$ cat src/rtl/sfu_pkg.sv
package sfu_pkg;

    typedef enum logic [3:0] {
        A_PARAM  = 4'd0,
        A_CTRL   = 4'd1,
        A_STAT   = 4'd2,
        A_IEN    = 4'd3,
        A_WMARK  = 4'd4,
        A_FCNT   = 4'd5,
        A_TXD    = 4'd6,
        A_RXSTAT = 4'd7,
        A_RXD    = 4'd8
    } reg_addr_e;

    // status / enable bit positions
    localparam int B_TXREQ = 0;
    localparam int B_RXRDY = 1;
    localparam int B_DONE  = 10;

    // control bit positions
    localparam int C_EN    = 0;
    localparam int C_SRST  = 1;
    localparam int C_TXFL  = 8;
    localparam int C_RXFL  = 9;

    localparam int RXS_EMPTY = 1;
    localparam int WM_RX_LSB = 16;
    localparam int FC_RX_LSB = 16;

    typedef struct packed {
        logic done;
        logic rxrdy;
        logic txreq;
    } flags_t;

    typedef struct packed {
        logic soft_rst;
        logic tx_flush;
        logic rx_flush;
    } ctrl_cmd_t;

    function automatic logic [31:0] flags_to_word(flags_t f);
        logic [31:0] w;
        w          = '0;
        w[B_TXREQ] = f.txreq;
        w[B_RXRDY] = f.rxrdy;
        w[B_DONE]  = f.done;
        return w;
    endfunction

    function automatic flags_t word_to_flags(logic [31:0] w);
        flags_t f;
        f.txreq = w[B_TXREQ];
        f.rxrdy = w[B_RXRDY];
        f.done  = w[B_DONE];
        return f;
    endfunction

    function automatic logic [31:0] param_word(int unsigned tl, int unsigned rl);
        logic [31:0] w;
        w       = '0;
        w[3:0]  = 4'(tl);
        w[11:8] = 4'(rl);
        return w;
    endfunction

endpackage

$ cat src/rtl/sfu_fifo.sv
module sfu_fifo #(
    parameter int DW   = 32,
    parameter int LOG2 = 3
) (
    input  logic          clk,
    input  logic          rst,
    input  logic          flush,
    input  logic          push,
    input  logic [DW-1:0] wdata,
    input  logic          pop,
    output logic [DW-1:0] rdata,
    output logic [LOG2:0] count,
    output logic          full,
    output logic          empty
);
    localparam int DEPTH = 1 << LOG2;
    localparam logic [LOG2:0] FULL_CNT = {1'b1, {LOG2{1'b0}}};

    logic [DW-1:0]   mem [DEPTH];
    logic [LOG2-1:0] wptr, rptr;
    logic            do_push, do_pop;

    assign full    = (count == FULL_CNT);
    assign empty   = (count == '0);
    assign do_push = push & ~full;
    assign do_pop  = pop & ~empty;
    assign rdata   = mem[rptr];

    always_ff @(posedge clk) begin
        if (do_push) mem[wptr] <= wdata;
    end

    always_ff @(posedge clk) begin
        if (rst || flush) begin
            wptr  <= '0;
            rptr  <= '0;
            count <= '0;
        end else begin
            if (do_push) wptr <= wptr + 1'b1;
            if (do_pop)  rptr <= rptr + 1'b1;
            case ({do_push, do_pop})
                2'b10:   count <= count + 1'b1;
                2'b01:   count <= count - 1'b1;
                default: count <= count;
            endcase
        end
    end

    // occupancy never exceeds the depth
    assert_count_bound_R2: assert property (@(posedge clk) disable iff (rst)
        count <= FULL_CNT);

    // a push into a full queue leaves it full, not wrapped
    assert_no_overflow_R2: assert property (@(posedge clk) disable iff (rst)
        full && push && !pop && !flush |=> full);

    // a pop from an empty queue leaves it empty
    assert_no_underflow_R4: assert property (@(posedge clk) disable iff (rst)
        empty && pop && !push |=> empty);

endmodule

$ cat src/rtl/sfu_flags.sv
module sfu_flags
    import sfu_pkg::*;
#(
    parameter int TCW = 4,
    parameter int RCW = 4
) (
    input  logic           clk,
    input  logic           rst,
    input  logic           soft_rst,
    input  logic [TCW-1:0] tx_cnt,
    input  logic [RCW-1:0] rx_cnt,
    input  logic [TCW-1:0] tx_wm,
    input  logic [RCW-1:0] rx_wm,
    input  logic           done_set,
    input  logic           done_clr,
    input  flags_t         ien,
    output flags_t         flags,
    output logic           irq
);
    logic done_q;

    always_ff @(posedge clk) begin
        if (rst || soft_rst)  done_q <= 1'b0;
        else if (done_set)    done_q <= 1'b1;
        else if (done_clr)    done_q <= 1'b0;
    end

    always_comb begin
        flags.txreq = (tx_cnt <= tx_wm);
        flags.rxrdy = (rx_cnt > rx_wm);
        flags.done  = done_q;
    end

    assign irq = (flags.txreq & ien.txreq) |
                 (flags.rxrdy & ien.rxrdy) |
                 (flags.done  & ien.done);

    // completion flag is sticky until an explicit clear
    assert_done_sticky_R7: assert property (@(posedge clk) disable iff (rst)
        done_q && !done_clr && !soft_rst |=> done_q);

    // a frame-done pulse always lands, even against a clear
    assert_done_set_R7: assert property (@(posedge clk) disable iff (rst)
        done_set && !soft_rst |=> done_q);

endmodule

$ cat src/rtl/sfu_regs.sv
module sfu_regs
    import sfu_pkg::*;
#(
    parameter int DW      = 32,
    parameter int TX_LOG2 = 3,
    parameter int RX_LOG2 = 3,
    localparam int TCW    = TX_LOG2 + 1,
    localparam int RCW    = RX_LOG2 + 1
) (
    input  logic           clk,
    input  logic           rst,
    input  logic           reg_wr,
    input  logic           reg_rd,
    input  logic [3:0]     reg_addr,
    input  logic [31:0]    reg_wdata,
    output logic [31:0]    reg_rdata,
    input  flags_t         flags,
    input  logic [TCW-1:0] tx_cnt,
    input  logic [RCW-1:0] rx_cnt,
    input  logic           rx_empty,
    input  logic [DW-1:0]  rx_head,
    output logic           en,
    output logic [TCW-1:0] tx_wm,
    output logic [RCW-1:0] rx_wm,
    output flags_t         ien,
    output ctrl_cmd_t      cmd,
    output logic           tx_push,
    output logic           rx_pop,
    output logic           done_clr
);
    logic        wr_ctrl, wr_ien, wr_wm, wr_stat;
    logic [31:0] rd_word;
    logic        unused_wdata;

    assign wr_ctrl = reg_wr && (reg_addr == A_CTRL);
    assign wr_ien  = reg_wr && (reg_addr == A_IEN);
    assign wr_wm   = reg_wr && (reg_addr == A_WMARK);
    assign wr_stat = reg_wr && (reg_addr == A_STAT);

    assign cmd.soft_rst = wr_ctrl & reg_wdata[C_SRST];
    assign cmd.tx_flush = wr_ctrl & reg_wdata[C_TXFL];
    assign cmd.rx_flush = wr_ctrl & reg_wdata[C_RXFL];

    assign tx_push  = reg_wr && (reg_addr == A_TXD);
    assign rx_pop   = reg_rd && (reg_addr == A_RXD) && !rx_empty;
    assign done_clr = wr_stat & reg_wdata[B_DONE];

    assign unused_wdata = ^reg_wdata;

    always_ff @(posedge clk) begin
        if (rst || cmd.soft_rst) begin
            en    <= 1'b0;
            tx_wm <= '0;
            rx_wm <= '0;
            ien   <= '0;
        end else begin
            if (wr_ctrl) en  <= reg_wdata[C_EN];
            if (wr_ien)  ien <= word_to_flags(reg_wdata);
            if (wr_wm) begin
                tx_wm <= reg_wdata[TCW-1:0];
                rx_wm <= reg_wdata[WM_RX_LSB +: RCW];
            end
        end
    end

    always_comb begin
        rd_word = '0;
        case (reg_addr_e'(reg_addr))
            A_PARAM:  rd_word = param_word(TX_LOG2, RX_LOG2);
            A_CTRL:   rd_word[C_EN] = en;
            A_STAT:   rd_word = flags_to_word(flags);
            A_IEN:    rd_word = flags_to_word(ien);
            A_WMARK: begin
                rd_word[TCW-1:0]           = tx_wm;
                rd_word[WM_RX_LSB +: RCW]  = rx_wm;
            end
            A_FCNT: begin
                rd_word[TCW-1:0]           = tx_cnt;
                rd_word[FC_RX_LSB +: RCW]  = rx_cnt;
            end
            A_RXSTAT: rd_word[RXS_EMPTY] = rx_empty;
            A_RXD:    if (!rx_empty) rd_word[DW-1:0] = rx_head;
            default:  rd_word = '0;
        endcase
    end

    assign reg_rdata = reg_rd ? rd_word : '0;

endmodule

$ cat src/rtl/spi_fifo_irq_unit.sv
module spi_fifo_irq_unit
    import sfu_pkg::*;
#(
    parameter int DATA_W  = 32,
    parameter int TX_LOG2 = 3,
    parameter int RX_LOG2 = 3
) (
    input  logic              clk,
    input  logic              rst,
    input  logic              reg_wr,
    input  logic              reg_rd,
    input  logic [3:0]        reg_addr,
    input  logic [31:0]       reg_wdata,
    output logic [31:0]       reg_rdata,
    output logic              eng_tx_valid,
    output logic [DATA_W-1:0] eng_tx_data,
    input  logic              eng_tx_take,
    input  logic              eng_rx_push,
    input  logic [DATA_W-1:0] eng_rx_data,
    output logic              eng_rx_room,
    input  logic              eng_frame_done,
    output logic              irq
);
    localparam int TCW = TX_LOG2 + 1;
    localparam int RCW = RX_LOG2 + 1;

    logic              en, tx_push, rx_pop, done_clr;
    logic [TCW-1:0]    tx_cnt, tx_wm;
    logic [RCW-1:0]    rx_cnt, rx_wm;
    logic              tx_full, tx_empty, rx_full, rx_empty;
    logic [DATA_W-1:0] rx_head;
    flags_t            flags, ien;
    ctrl_cmd_t         cmd;

    assign eng_tx_valid = en & ~tx_empty;
    assign eng_rx_room  = en & ~rx_full;

    sfu_regs #(.DW(DATA_W), .TX_LOG2(TX_LOG2), .RX_LOG2(RX_LOG2)) u_regs (
        .clk, .rst, .reg_wr, .reg_rd, .reg_addr, .reg_wdata, .reg_rdata,
        .flags, .tx_cnt, .rx_cnt, .rx_empty, .rx_head,
        .en, .tx_wm, .rx_wm, .ien, .cmd, .tx_push, .rx_pop, .done_clr
    );

    sfu_fifo #(.DW(DATA_W), .LOG2(TX_LOG2)) u_txq (
        .clk, .rst,
        .flush (cmd.tx_flush | cmd.soft_rst),
        .push  (tx_push),
        .wdata (reg_wdata[DATA_W-1:0]),
        .pop   (eng_tx_take & eng_tx_valid),
        .rdata (eng_tx_data),
        .count (tx_cnt),
        .full  (tx_full),
        .empty (tx_empty)
    );

    sfu_fifo #(.DW(DATA_W), .LOG2(RX_LOG2)) u_rxq (
        .clk, .rst,
        .flush (cmd.rx_flush | cmd.soft_rst),
        .push  (eng_rx_push & eng_rx_room),
        .wdata (eng_rx_data),
        .pop   (rx_pop),
        .rdata (rx_head),
        .count (rx_cnt),
        .full  (rx_full),
        .empty (rx_empty)
    );

    sfu_flags #(.TCW(TCW), .RCW(RCW)) u_flags (
        .clk, .rst,
        .soft_rst (cmd.soft_rst),
        .tx_cnt, .rx_cnt, .tx_wm, .rx_wm,
        .done_set (eng_frame_done),
        .done_clr,
        .ien, .flags, .irq
    );

    // transmit flush empties the queue on the next cycle
    assert_tx_flush_R9: assert property (@(posedge clk) disable iff (rst)
        reg_wr && reg_addr == A_CTRL && reg_wdata[C_TXFL] |=> tx_cnt == '0);

    // receive flush empties the queue on the next cycle
    assert_rx_flush_R9: assert property (@(posedge clk) disable iff (rst)
        reg_wr && reg_addr == A_CTRL && reg_wdata[C_RXFL] |=> rx_cnt == '0);

    // software reset clears state across all sub-blocks
    assert_soft_reset_R10: assert property (@(posedge clk) disable iff (rst)
        reg_wr && reg_addr == A_CTRL && reg_wdata[C_SRST]
        |=> !en && tx_cnt == '0 && rx_cnt == '0 && !flags.done && ien == '0);

    // empty receive read returns zero
    assert_rx_empty_read_R4: assert property (@(posedge clk) disable iff (rst)
        reg_rd && reg_addr == A_RXD && rx_cnt == '0 |-> reg_rdata == '0);

    // disabled module does not grow the receive queue
    assert_disabled_rx_R11: assert property (@(posedge clk) disable iff (rst)
        !en && eng_rx_push && !rx_pop |=> rx_cnt <= $past(rx_cnt));

endmodule

$ cat config.mk
export PLATFORM = sky130hd
export DESIGN_NAME = spi_fifo_irq_unit
export DESIGN_NICKNAME = d
export VERILOG_FILES = /design/src/rtl/sfu_pkg.sv /design/src/rtl/sfu_fifo.sv /design/src/rtl/sfu_flags.sv /design/src/rtl/sfu_regs.sv /design/src/rtl/spi_fifo_irq_unit.sv
export SDC_FILE = /design/constraint.sdc
export NUM_CORES = 1
export LEC_CHECK = 0
export BUFFER_PORTS_ARGS = -buffer_cell sky130_fd_sc_hd__buf_2
export CAP_MARGIN = 20
export CELL_PAD_IN_SITES_DETAIL_PLACEMENT = 1
export CELL_PAD_IN_SITES_GLOBAL_PLACEMENT = 1
export CORE_ASPECT_RATIO = 0.5
export CORE_UTILIZATION = 55
export CTS_BUF_LIST = sky130_fd_sc_hd__clkbuf_8
export CTS_CLUSTER_DIAMETER = 50
export CTS_CLUSTER_SIZE = 40
export DETAILED_ROUTE_END_ITERATION = 10
export PLACE_DENSITY_LB_ADDON = 0.25
export SETUP_SLACK_MARGIN = 0.02
export SYNTH_ARGS = -nofsm -noshare
export SYNTH_HDL_FRONTEND = slang
export SYNTH_HIERARCHICAL = 1
export SYNTH_SLANG_ARGS = --single-unit
$ cat constraint.sdc
create_clock -name clk -period 7.25 [get_ports clk]
set_input_delay 0.3625 -clock clk [delete_from_list [all_inputs] [get_ports clk]]
set_output_delay 0.3625 -clock clk [all_outputs]
set_load 0.01 [all_outputs]
==> metrics.md <==
| Metric | Value |
|---|---|
| Syn Inst Count | `1,075` |
| CP cell instances | `buf_4, mux4_1, mux2_2, a22oi_1, nor2_1, buf_2` |
| Final Wtd Congestion | `0.797` |
| Mean Syn Cell Area | `20.7 um2` |
| Slew Viols, Final | `0` |
| Drt first pass iters | `4` |
| Crit path max fanout | `33` |
| RSZ-0062 raised after global routing | `no` |
| P&R area growth vs syn | `11.7%` |
| Worst r2r path cells | `12` |
| Critical path depth in cells | `6` |
| DR vias | `10,731` |
| I/O pin count | `142` |
| Maximum vdd drop | `0.000177 V` |
| Initial antenna violation count | `0` |
| Root Driver | `clkbuf_8` |
| Fmax | `0.261 GHz` |
| Worst R2R Setup Slack | `3.71 ns` |
| Setup TNS | `0 ns` |
| Final Hold Fails | `0` |
| Global-route wire length before repair | `69,200 um` |
| Clock H-tree levels | `2` |
| GR Layer Usage met1 | `28.5%` |
| Final Skew | `0.0567 ns` |
| Initial Util | `56.5%` |
| Met2 Resource Use GR | `41.8%` |
| Final ANT Viol Nets | `0` |
| DR vias/cell | `5.90` |
| CP peak stage delay | `0.76 ns` |
| Tot GR Track Use | `22.5%` |
| Slowest cell on the critical path | `dfxtp_4` |
| Inserted Diodes | `0` |
| MaxCap Viol Count | `0` |
| Worst Path Buf+Inv | `2` |
| CTS tree | `built` |
| Place WS | `3.29 ns` |
| # setup viols final | `0` |
| Die ar. | `41,400 um2` |
| Final setup margin | `3.43 ns` |
| Row count | `51` |
| Sink Count | `551` |
| Syn. warnings | `6` |
| Worst Hold Launch | `eng_rx_data[23]` |
| Worst Hold Slack | `0.0282 ns` |
| Largest net degree at the start of global routing | `65` |
| Routing usage on met3 | `3.14%` |
| Worst skew pair latency | `0.63 ns` |
| Worst hold path class | `in2reg` |
| Critical path class | `reg2out` |
| Num CTS Buffers | `34` |
| Worst r2r src | `u_rxq/count[1]` |
| Non-filler cells, final | `1,819` |
| Width of the die | `287 um` |
| DR iter-0 viols | `520` |
| Worst Path Required | `6.89 ns` |
| Drt total wl | `46,100 um` |
| Pwr/cell area | `214 nW/um2` |
| Total power | `5310 uW` |
| Post-CTS setup buffer count | `0` |
| Reg area | `16,200 um2` |
| Relative slew slack | `27.8%` |
| Port Buffers | `141` |
| Post-Syn Area | `22,300 um2` |
| Leakage power | `0.00808 uW` |
| Post-DP HPWL | `26,900 um` |
| Clock Pin Slew Worst Setup and Hold Paths | `0.15 ns` |
| Critical path's top delay family | `multiplexers` |
| CP startpoint kind | `flip-flop` |
| Drc violations | `0` |
| Minimum clock period after layout | `3.82 ns` |
| WP data arrival | `3.46 ns` |
| Vias in the first global route | `11,611` |
| Nets | `1,357` |
| Clock tree buffer depth | `3` |
| Layout cells sized above 1 | `29.5%` |
| GRT busiest layer | `met2` |
| Die Height | `144 um` |
| Grt total ovfl | `0` |
| Placed cell count | `1,712` |
| Final worst-path cycle share | `52.8%` |
| Worst slew pin tran | `1.08 ns` |
| CP Capture Type | `output pin` |
| Status | `finished clean` |
| Post-synth net total | `1,168` |
| Avg WL per Cell | `25.3 um` |
| Footprint of the multi-input gates | `5830 um2` |
| Fillcell total | `3,307` |
| Core ar. | `39,400 um2` |
| Worst Hold Depth | `1` |
[layer usage]
layer | share of wire [%] | vias up
met4 | 1.6 | 0
met5 | 0 | -
li1 | - | 4806
met1 | 42 | 5714
met3 | 3.0 | 53
met2 | 53 | 158
[report_power, final]
group	leakage [uW]	switching (uW)	internal (uW)	total [uW]
combinational	0.00275	69.9	45.0	115
clock	0.000416	1060	667	1730
sequential	0.00492	2.49	3470	3470
total	0.00808	1130	4180	5310
[per-stage QoR]
step                      util [%]  cell area (um2)
after floorplan                  -            22300
after global placement        59.8            23600
after detailed placement      59.8            23600
after CTS                     63.1            24900
after global routing          63.1            24900
final                         63.1            24900
[worst reg2reg max path, stage by stage (launching register included)]
cell	delay, ns
dfxtp_1	0.56
nor4_1	0.16
nand2b_1	0.24
nor2_2	0.56
buf_8	0.24
o41a_1	0.31
ha_1	0.31
xor2_1	0.21
ha_1	0.21
a21oi_1	0.07
xor2_1	0.18
or3_1	0.31
a21oi_1	0.15
[layout by cell type, fill, tap and decap left out, drive strengths merged, types with 2 or more instances in the layout]
cell           n
bufinv         4
and3           4
a22oi          7
dfxtp         39
nor4           4
xor2          10
a32oi          2
mux4         128
and3b          2
nor3           6
xnor2          2
a21oi         18
nor2b          8
nor2          53
clkinv         7
a2111oi        3
or2            7
inv           25
dlygate4sd3   45
nand2         11
or3            5
mux2i         17
o41a           2
clkbuf        35
and2          25
clkinvlp       4
nand2b        11
ha            18
nand4          2
edfxtp       512
mux2          71
a21o           2
nand3          8
and4           4
or4b           2
o21ai         10
buf          162
[layout make-up]
class	count	share of cell area (%)
tap	530	2.66
clock inverter	26	1.48
timing repair buffer	207	5.31
clock buffer	35	1.94
inverter	14	0.211
sequential	551	65.0
multi-input combinational	456	23.4
[worst paths after layout]
| check | to |
|---|---|
| worst min register to register | u_rxq/wptr[0] |
| worst max-delay path | reg_rdata[16] |
| worst min-delay path | u_rxq/mem[6][23] |
| worst max register to register | u_rxq/count[2] |
[flip-flops by register name, summed over array words and instances, names as in the netlist, named ones only]
name and flops:
u_txq/wptr 3, u_regs/en 1, u_rxq/rptr 3, u_regs/tx_wm 4
u_rxq/count 4, u_rxq/mem 256, u_txq/count 4, u_txq/mem 256
u_txq/rptr 3, u_regs/ien 3, u_rxq/wptr 3, u_regs/rx_wm 4
u_flags/done_q 1
[repair_timing]
action	4_1_cts	5_1_grt
gates resized for setup	0	0
hold endpoints to repair	278	0
hold buffers	45	0
(Power assumes the default switching activity.)
